`src/rtl/dma_arb_pkg.sv`:
```
package dma_arb_pkg;

  typedef enum logic [1:0] {
    ST_IDLE   = 2'd0,
    ST_BURST  = 2'd1,
    ST_SETTLE = 2'd2
  } arbState_t;

  // control -> datapath strobes
  typedef struct packed {
    logic startBurst;
    logic endBurst;
    logic penaltyOn;
  } arbStrobe_t;

endpackage

```
`src/rtl/dma_req_sync.sv`:
```
module dma_req_sync #(
  parameter int WIDTH  = 5,
  parameter int STAGES = 2
) (
  input  logic             clk,
  input  logic             rstN,
  input  logic [WIDTH-1:0] asyncIn,
  output logic [WIDTH-1:0] syncOut
);

  localparam int CHAIN_W = WIDTH * STAGES;

  logic [CHAIN_W-1:0] chain;

  generate
    if (STAGES == 1) begin : g_single
      always_ff @(posedge clk or negedge rstN) begin
        if (!rstN) chain <= '0;
        else       chain <= asyncIn;
      end
    end else begin : g_multi
      always_ff @(posedge clk or negedge rstN) begin
        if (!rstN) chain <= '0;
        else       chain <= {chain[CHAIN_W-WIDTH-1:0], asyncIn};
      end
    end
  endgenerate

  assign syncOut = chain[CHAIN_W-1 -: WIDTH];

endmodule

```
`src/rtl/dma_arb_ctrl.sv`:
```
module dma_arb_ctrl
  import dma_arb_pkg::*;
#(
  parameter int LEN_W       = 4,
  parameter int SYNC_STAGES = 2
) (
  input  logic             clk,
  input  logic             rstN,
  input  logic [LEN_W-1:0] burstLen,
  input  logic             anyPend,
  input  logic             otherPend,
  input  logic             curIsExt,
  output arbStrobe_t       strobe,
  output logic             busy,
  output logic             startPulse,
  output logic             donePulse
);

  localparam int SET_W = $clog2(SYNC_STAGES + 1);
  localparam int CNT_W = (LEN_W > SET_W) ? LEN_W : SET_W;

  arbState_t         state;
  logic [CNT_W-1:0]  cnt;
  logic              penalty;
  logic              startFlag;
  logic              startBurst;
  logic              endBurst;
  logic [CNT_W-1:0]  firstCnt;

  assign startBurst = (state == ST_IDLE) && anyPend;
  assign endBurst   = (state == ST_BURST) && (cnt == '0);
  assign firstCnt   = (burstLen == '0) ? '0 : (CNT_W'(burstLen) - CNT_W'(1));

  always_ff @(posedge clk or negedge rstN) begin
    if (!rstN) begin
      state     <= ST_IDLE;
      cnt       <= '0;
      penalty   <= 1'b0;
      startFlag <= 1'b0;
    end else begin
      startFlag <= startBurst;
      unique case (state)
        ST_IDLE: begin
          if (startBurst) begin
            state   <= ST_BURST;
            cnt     <= firstCnt;
            penalty <= 1'b0;
          end
        end
        ST_BURST: begin
          if (endBurst) begin
            state   <= ST_SETTLE;
            cnt     <= CNT_W'(SYNC_STAGES - 1);
            penalty <= curIsExt && otherPend;
          end else begin
            cnt <= cnt - CNT_W'(1);
          end
        end
        ST_SETTLE: begin
          if (cnt == '0) state <= ST_IDLE;
          else           cnt   <= cnt - CNT_W'(1);
        end
        default: state <= ST_IDLE;
      endcase
    end
  end

  assign strobe.startBurst = startBurst;
  assign strobe.endBurst   = endBurst;
  assign strobe.penaltyOn  = penalty;
  assign busy              = (state == ST_BURST);
  assign startPulse        = startFlag;
  assign donePulse         = endBurst;

endmodule

```
`src/rtl/dma_arb_datapath.sv`:
```
module dma_arb_datapath
  import dma_arb_pkg::*;
#(
  parameter int NUM_CH = 4,
  parameter int CH_W   = 2
) (
  input  logic              clk,
  input  logic              rstN,
  input  logic [NUM_CH-1:0] chEnable,
  input  logic [NUM_CH-1:0] chRepeat,
  input  logic [NUM_CH-1:0] chSrcExt,
  input  logic [NUM_CH-1:0] periphSync,
  input  logic              extSync,
  input  arbStrobe_t        strobe,
  output logic              anyPend,
  output logic              otherPend,
  output logic              curIsExt,
  output logic [CH_W-1:0]   curChan,
  output logic              extGrantN
);

  logic [NUM_CH-1:0] pend;
  logic [NUM_CH-1:0] favoured;
  logic [NUM_CH-1:0] pickSet;
  logic [CH_W-1:0]   winIdx;
  logic              winIsExt;

  generate
    for (genvar i = 0; i < NUM_CH; i++) begin : g_pend
      assign pend[i] = chEnable[i] && chRepeat[i] &&
                       (chSrcExt[i] ? extSync : periphSync[i]);
    end
  endgenerate

  assign favoured  = strobe.penaltyOn ? (pend & ~chSrcExt) : pend;
  assign pickSet   = (|favoured) ? favoured : pend;
  assign anyPend   = |pend;
  assign otherPend = |(pend & ~chSrcExt);

  always_comb begin
    winIdx = '0;
    for (int i = NUM_CH - 1; i >= 0; i--) begin
      if (pickSet[i]) winIdx = CH_W'(i);
    end
  end

  assign winIsExt = chSrcExt[winIdx];

  always_ff @(posedge clk or negedge rstN) begin
    if (!rstN) begin
      curChan   <= '0;
      curIsExt  <= 1'b0;
      extGrantN <= 1'b1;
    end else if (strobe.startBurst) begin
      curChan   <= winIdx;
      curIsExt  <= winIsExt;
      extGrantN <= !winIsExt;
    end else if (strobe.endBurst) begin
      extGrantN <= 1'b1;
    end
  end

endmodule

```
`src/rtl/dma_ext_arbiter.sv`:
```
module dma_ext_arbiter
  import dma_arb_pkg::*;
#(
  parameter int NUM_CH      = 4,
  parameter int LEN_W       = 4,
  parameter int SYNC_STAGES = 2,
  localparam int CH_W       = (NUM_CH > 1) ? $clog2(NUM_CH) : 1
) (
  input  logic              clk,
  input  logic              rstN,
  input  logic [NUM_CH-1:0] chEnable,
  input  logic [NUM_CH-1:0] chRepeat,
  input  logic [NUM_CH-1:0] chSrcExt,
  input  logic [NUM_CH-1:0] periphReq,
  input  logic              extReq,
  input  logic [LEN_W-1:0]  burstLen,
  output logic              extGrantN,
  output logic              burstBusy,
  output logic [CH_W-1:0]   burstChan,
  output logic              burstStart,
  output logic              burstDone
);

  logic [NUM_CH:0]   reqSync;
  arbStrobe_t        strobe;
  logic              anyPend;
  logic              otherPend;
  logic              curIsExt;

  dma_req_sync #(
    .WIDTH (NUM_CH + 1),
    .STAGES(SYNC_STAGES)
  ) u_sync (
    .clk    (clk),
    .rstN   (rstN),
    .asyncIn({extReq, periphReq}),
    .syncOut(reqSync)
  );

  dma_arb_ctrl #(
    .LEN_W      (LEN_W),
    .SYNC_STAGES(SYNC_STAGES)
  ) u_ctrl (
    .clk       (clk),
    .rstN      (rstN),
    .burstLen  (burstLen),
    .anyPend   (anyPend),
    .otherPend (otherPend),
    .curIsExt  (curIsExt),
    .strobe    (strobe),
    .busy      (burstBusy),
    .startPulse(burstStart),
    .donePulse (burstDone)
  );

  dma_arb_datapath #(
    .NUM_CH(NUM_CH),
    .CH_W  (CH_W)
  ) u_dp (
    .clk       (clk),
    .rstN      (rstN),
    .chEnable  (chEnable),
    .chRepeat  (chRepeat),
    .chSrcExt  (chSrcExt),
    .periphSync(reqSync[NUM_CH-1:0]),
    .extSync   (reqSync[NUM_CH]),
    .strobe    (strobe),
    .anyPend   (anyPend),
    .otherPend (otherPend),
    .curIsExt  (curIsExt),
    .curChan   (burstChan),
    .extGrantN (extGrantN)
  );

endmodule

```
`config.mk`:
```
export PLATFORM = sky130hd
export DESIGN_NAME = dma_ext_arbiter
export DESIGN_NICKNAME = d
export VERILOG_FILES = /design/src/rtl/dma_arb_pkg.sv /design/src/rtl/dma_req_sync.sv /design/src/rtl/dma_arb_ctrl.sv /design/src/rtl/dma_arb_datapath.sv /design/src/rtl/dma_ext_arbiter.sv
export SDC_FILE = /design/constraint.sdc
export NUM_CORES = 1
export LEC_CHECK = 0
export ABC_AREA = 0
export CAP_MARGIN = 20
export CORE_UTILIZATION = 58
export CTS_BUF_LIST = sky130_fd_sc_hd__clkbuf_4 sky130_fd_sc_hd__clkbuf_8
export DETAILED_ROUTE_END_ITERATION = 10
export DONT_BUFFER_PORTS = 1
export HOLD_SLACK_MARGIN = 0.08
export PLACE_DENSITY = 0.74
export SYNTH_ARGS = -nofsm -noshare
export SYNTH_HDL_FRONTEND = slang
export SYNTH_SLANG_ARGS = --single-unit
```
`constraint.sdc`:
```
create_clock -name clk -period 2.5 [get_ports clk]
set_input_delay 0.125 -clock clk [delete_from_list [all_inputs] [get_ports clk]]
set_output_delay 0.125 -clock clk [all_outputs]
set_load 0.1 [all_outputs]
```
==> results of run 1 <==
through the flow:
stage	instances	setup WS (ps)	power [mW]
5_1_grt	173	344	1.73
3_5_place_dp	161	621	1.33
3_3_place_gp	161	652	1.32
2_1_floorplan	131	103	1.20
4_1_cts	171	453	1.61
6_report	173	452	1.61
path summary, 6_finish.rpt:
check | endpoint | start | depth (start not counted) | slack (ps)
worst max-delay path | burstDone | u_ctrl.cnt[0] | 5 | 450
worst min-delay path | u_ctrl.cnt[3] | burstLen[3] | 3 | 120
worst max register to register | u_dp.curChan[1] | u_sync.chain[9] | 6 | 570
worst min register to register | u_sync.chain[6] | u_sync.chain[1] | 0 | 360
max in group asynchronous | u_dp.extGrantN | rstN | 3 | 1460
min in group asynchronous | u_sync.chain[8] | rstN | 2 | 600
cell type report:
type	count	area (um^2)	share of cell area, %
well taps	27	33.8	2.32
multi-input cells	98	658	45.1
clock inverters	1	30.0	2.06
flip-flops and latches	22	552	37.8
clock buffers	3	22.5	1.54
repair buffers	12	125	8.58
inverters	10	37.5	2.57
cells by family after synthesis:
group                      share of synthesized area (%)
and+or+nand+nor                                     18.9
muxes                                              0.798
DFF                                                 44.0
adders and majority gates                           5.99
AOI/OAI and AO/OA                                   26.7
buffers and inverters                               3.59
Yosys cell counts, types with 2 or more instances:
library cell | count | share of area, %
ha_1 | 6 | 6.0
o22ai_1 | 2 | 1.0
nor3b_1 | 2 | 1.2
o31ai_1 | 3 | 1.8
dfrtp_1 | 21 | 42
a21oi_1 | 12 | 4.8
inv_1 | 10 | 3.0
nor3_1 | 5 | 2.0
a21boi_1 | 2 | 1.2
nand2_1 | 14 | 4.2
and2_1 | 2 | 1.0
nand3b_1 | 4 | 2.4
nor2_1 | 9 | 2.7
nand2b_1 | 5 | 2.5
o21ai_1 | 4 | 1.6
a21oi_2 | 5 | 3.5
a22o_1 | 2 | 1.4
o21ai_0 | 4 | 1.6
per-layer routing:
metal | vias up | routed length, um
li1 | 506 | -
met1 | 465 | 1170
met2 | 23 | 1080
met3 | 2 | 95
met4 | 0 | 21
met5 | - | 0
tightest hold or removal path, stage by stage:
cell,delay (ps)
inv_1,50
o32a_1,160
o21ai_1,50
registers in the layout, indices dropped and copies added, names as in the netlist:
name               count
u_sync.chain          10
u_ctrl.cnt             4
u_ctrl.state           2
u_dp.curChan           2
u_ctrl.penalty         1
u_ctrl.startPulse      1
u_dp.curIsExt          1
u_dp.extGrantN         1
power breakdown:
part           internal (mW)  total [mW]  switching (mW)
logic                  0.247       0.724           0.478
registers              0.454       0.619           0.165
clock network          0.162       0.267           0.105
total                  0.862        1.61           0.748
==> qor.csv, run 1 <==
metric,value,unit
status,completed,
Setup Buffers After CTS,0,
CP endpoint kind,output pin,
CP bufs+invs,2,
Rel. slew slack,42.4,%
placed cell area,1310,um^2
cts bufs inserted,3,
"Top FF cell, synth",dfrtp_1,
Worst Skew,8.39,ps
final worst-path cycle share,81.9,%
CTS tree,built,
met2 GRT Util,38.7,%
Final Slew Violations,0,
grt met1 use,32.4,%
first-pass GRT wire length,4350,um
grt peak-use layer,met2,
WL per Instance,13.7,um
"Remaining Overflow, GRT",0,
RSZ-0062 raised after global routing,no,
antenna-violating nets left,0,
hold_ws,115,ps
CTS Hold Buffers Added,6,
VDD IR-drop max,0.836,mV
"slowest stage cell, crit path",dfrtp_1,
Final HPWL DP,1770,um
fraction of layout cells with a size suffix above 1,13.7,%
RePlAce Congestion,0.864,
Post-Syn Area,1250,um^2
antenna diode count,0,
IO Port Bufs,0,
Top delay family on crit path,simple AND/OR/NAND/NOR gates,
antenna violations before repair,0,
Syn. warnings,0,
worst skew pair latency,310,ps
CP Launch Type,flip-flop,
worst path required time,2380,ps
syn avg cell area,9.57,um^2
critical path arrival,1920,ps
fillers,143,
"Reg clk slew, reported paths",110,ps
critical path type,reg2out,
Clock Path Buffers,2,
synthesized net count,160,
post-cts resize count,0,
Post-synth EDFFs,0,
Sink Count,22,
final instance area,1460,um^2
minimum clock period,2050,ps
CP max FO,4,
Vias,996,
core area,2000,um^2
DRC,0,
met3 usage,5.03,%
cells along the critical path,"inv_1, ha_1, nor3b_1, and2_2, buf_4",
Fin Setup TNS,0,ps
Layout Utilization,72.9,%
P_leak,0.642,nW
CTS H-tree depth,1,
cells after synthesis,131,
drt via density,5.76,
die area,2350,um^2
vias in the first global route,1002,
drt pass-1 iters,4,
Root Driver,clkbuf_4,
# nets final,176,
Initial Util,62.6,%
final hold violations,0,
Slew @ Worst Pin,864,ps
"Area growth, synth to finish",16.4,%
Final setup viols,0,
# IOs,29,
die outline width,48.5,um
die height,48.5,um
Seq cells post-synth,22,
most frequent cells in the layout,"dfrtp_1, nand2_1, a21oi_1",
DR iter-0 viols,13,
power density cells,1100,nW/um^2
post-synthesis cell type count,37,
WL final,2370,um
Cell Rows,16,
max-cap violation count,0,
"FFs w/ async S/R, synth",100,%
all-layer global routing usage,24.0,%
fmax,488,MHz
max incr delay on CP,400,ps
"commonest non-fill, non-tap cell in the layout",dfrtp_1,
largest net degree at the start of global routing,23,
hold crit path type,in2reg,
post-synthesis sequential area ratio,44.0,%
Power figures use the tool's default switching activity.
==> run 2: changes to the inputs <==
clock period = 1.9 ns   (was 2.5 ns; I/O delays follow)
==> run 2 against run 1 <==
Against the previous run: the run now ends with setup timing left; design area grew 7.3%; worst setup slack got worse by 470 ps; worst hold slack worse by 21 ps; total power grew 40%; count of clock-buffer cells in the layout unchanged; routed wire length increased by 10%; die area did not move; sequential power up 11%; global-route usage shrank 0.12 points; critical endpoint is now u_dp.curChan[1]; largest cell class unchanged; highest routed layer unchanged.
==> qor.csv, run 2 (same netlist as run 1, synthesis figures left out) <==
metric,value,unit,change
cts bufs inserted,3,,unchanged
worst path required time,2150,ps,was 2380 ps
CP bufs+invs,0,,was 2
P_leak,0.700,nW,was 0.642 nW
met2 WL,1360,um,was 1080 um
die area,2350,um^2,unchanged
"Remaining Overflow, GRT",0,,unchanged
antenna violations before repair,0,,unchanged
critical path arrival,2160,ps,was 1920 ps
cells along the critical path,"nand3b_1, a21oi_2, o41a_1, a21bo_1, a2111oi_2, a21o_1",,"was inv_1, ha_1, nor3b_1, and2_2, buf_4"
RSZ-0062 raised after global routing,yes,,was no
failing checks,setup timing,,
fillers,135,,was 143
CTS tree,built,,unchanged
Vias,1063,,was 996
RePlAce Congestion,0.827,,was 0.864
Root Driver,clkbuf_4,,unchanged
Slew @ Worst Pin,541,ps,was 864 ps
"slowest stage cell, crit path",o41a_1,,was dfrtp_1
minimum clock period,1910,ps,
final worst setup slack,-13.6,ps,was 452 ps
antenna diode count,0,,unchanged
critical path type,reg2reg,,was reg2out
max-cap violation count,0,,unchanged
largest net degree at the start of global routing,23,,unchanged
Initial Util,62.6,%,unchanged
most frequent cells in the layout,"dfrtp_1, nand2_1, buf_4",,"was dfrtp_1, nand2_1, a21oi_1"
drt via density,5.78,,was 5.76
fmax,523,MHz,
first-pass GRT wire length,4360,um,was 4350 um
CP max FO,8,,was 4
Clock Path Buffers,2,,unchanged
Cell Rows,16,,unchanged
core area,2000,um^2,unchanged
max incr delay on CP,530,ps,was 400 ps
WL per Instance,14.2,um,was 13.7 um
met3 wire length,83,um,was 95 um
"Area growth, synth to finish",24.9,%,was 16.4%
CP Launch Type,flip-flop,,unchanged
drt pass-1 iters,4,,unchanged
antenna-violating nets left,0,,unchanged
final worst-path cycle share,101,%,
power density cells,1440,nW/um^2,was 1100 nW/um^2
status,"complete, but fails checks",,was completed
DR iter-0 viols,20,,was 13
IO Port Bufs,0,,unchanged
die outline width,48.5,um,unchanged
Sink Count,22,,unchanged
"Reg clk slew, reported paths",120,ps,was 110 ps
highest routed layer,met4,,unchanged
vias in the first global route,1083,,was 1002
# IOs,29,,unchanged
worst skew pair latency,300,ps,was 310 ps
"commonest non-fill, non-tap cell in the layout",dfrtp_1,,unchanged
final hold violations,0,,unchanged
Worst path depth,6,,was 5
CP endpoint kind,flip-flop,,was output pin
CTS H-tree depth,1,,unchanged
die height,48.5,um,unchanged
largest registers,"u_sync.chain: 10 flops, u_ctrl.cnt: 4 flops",,unchanged
Worst Hold Depth,4,,was 3
VDD IR-drop max,1.05,mV,was 0.836 mV
all-layer global routing usage,23.9,%,was 24.0%
Final setup viols,2,,was 0
Final Slew Violations,0,,unchanged
Layout Utilization,78.2,%,was 72.9%
Top reg by flops,u_sync.chain,,unchanged
WL final,2610,um,was 2370 um
Fin Setup TNS,-25.6,ps,was 0 ps
Rel. slew slack,63.5,%,was 42.4%
worst reg2reg path depth,6,,unchanged
met1 WL,1150,um,was 1170 um
hold crit path type,in2reg,,unchanged
Largest register FFs,10,,unchanged
# nets final,187,,was 176
Top delay family on crit path,compound AO/OA/AOI/OAI gates,,was simple AND/OR/NAND/NOR gates
fraction of layout cells with a size suffix above 1,24.2,%,was 13.7%
Final HPWL DP,1830,um,was 1770 um
DRC,0,,unchanged
Worst Skew,3.22,ps,was 8.39 ps
==> run 2: metrics by stage <==
stage          worst slack [ps]  hold slack, ps  instances  power (mW)  cell area (um^2)
4_1_cts                  -0.107            98.6        180        2.17              1510
6_report                  -13.6            94.2        184        2.25              1570
5_1_grt                    -103             143        184        2.39              1570
2_1_floorplan              27.9            -201        131        1.59              1260
3_3_place_gp               56.8            -200        168        1.77              1370
3_5_place_dp              -8.84            -200        168        1.79              1370
==> run 2: routing by layer <==
metal,vias to the layer above,track usage (%)
met5,-,0
met1,503,28.7
met4,0,8.82
li1,527,-
met3,4,3.14
met2,29,43.4
==> run 2: layout make-up <==
class                           instances  area (um^2)  area share (%)
Inverter                               10         37.5            2.40
Multi-Input combinational cell         98          686            43.8
Tap cell                               27         33.8            2.16
Clock buffer                            3         22.5            1.44
Sequential cell                        22          553            35.3
Clock inverter                          1         30.0            1.92
Timing Repair Buffer                   23          203            12.9
==> run 2: worst paths after layout <==
path / end / start / slack [ps]
setup / recovery: u_dp.curChan[1] / u_sync.chain[9] / -10
hold / removal: u_ctrl.cnt[2] / burstLen[2] / 90
setup reg to reg: u_dp.curChan[1] / u_sync.chain[9] / -10
hold reg to reg: u_sync.chain[8] / u_sync.chain[3] / 360
max in group asynchronous: u_sync.chain[9] / rstN / 1240
min in group asynchronous: u_dp.curChan[0] / rstN / 180
==> run 2: where the power goes <==
| group | internal [mW] | switching (mW) | leakage (nW) |
|---|---|---|---|
| sequential | 0.595 | 0.0896 | 0.266 |
| clock | 0.213 | 0.134 | 0.0279 |
| combinational | 0.422 | 0.798 | 0.406 |
| total | 1.23 | 1.02 | 0.700 |
==> run 2: tightest hold or removal path, stage by stage <==
cell	delay [ps]
o21ai_0	50
a21oi_1	60
nor2_1	90
o21ai_1	70
==> run 2: repair_timing <==
action                     4_1_cts  5_1_grt
pin swaps                        3        2
hold endpoints to repair        29        1
setup endpoints to repair        4        9
hold buffers                     8        1
gates cloned                     0        0
setup buffers                    0        2
resized for setup                2        9
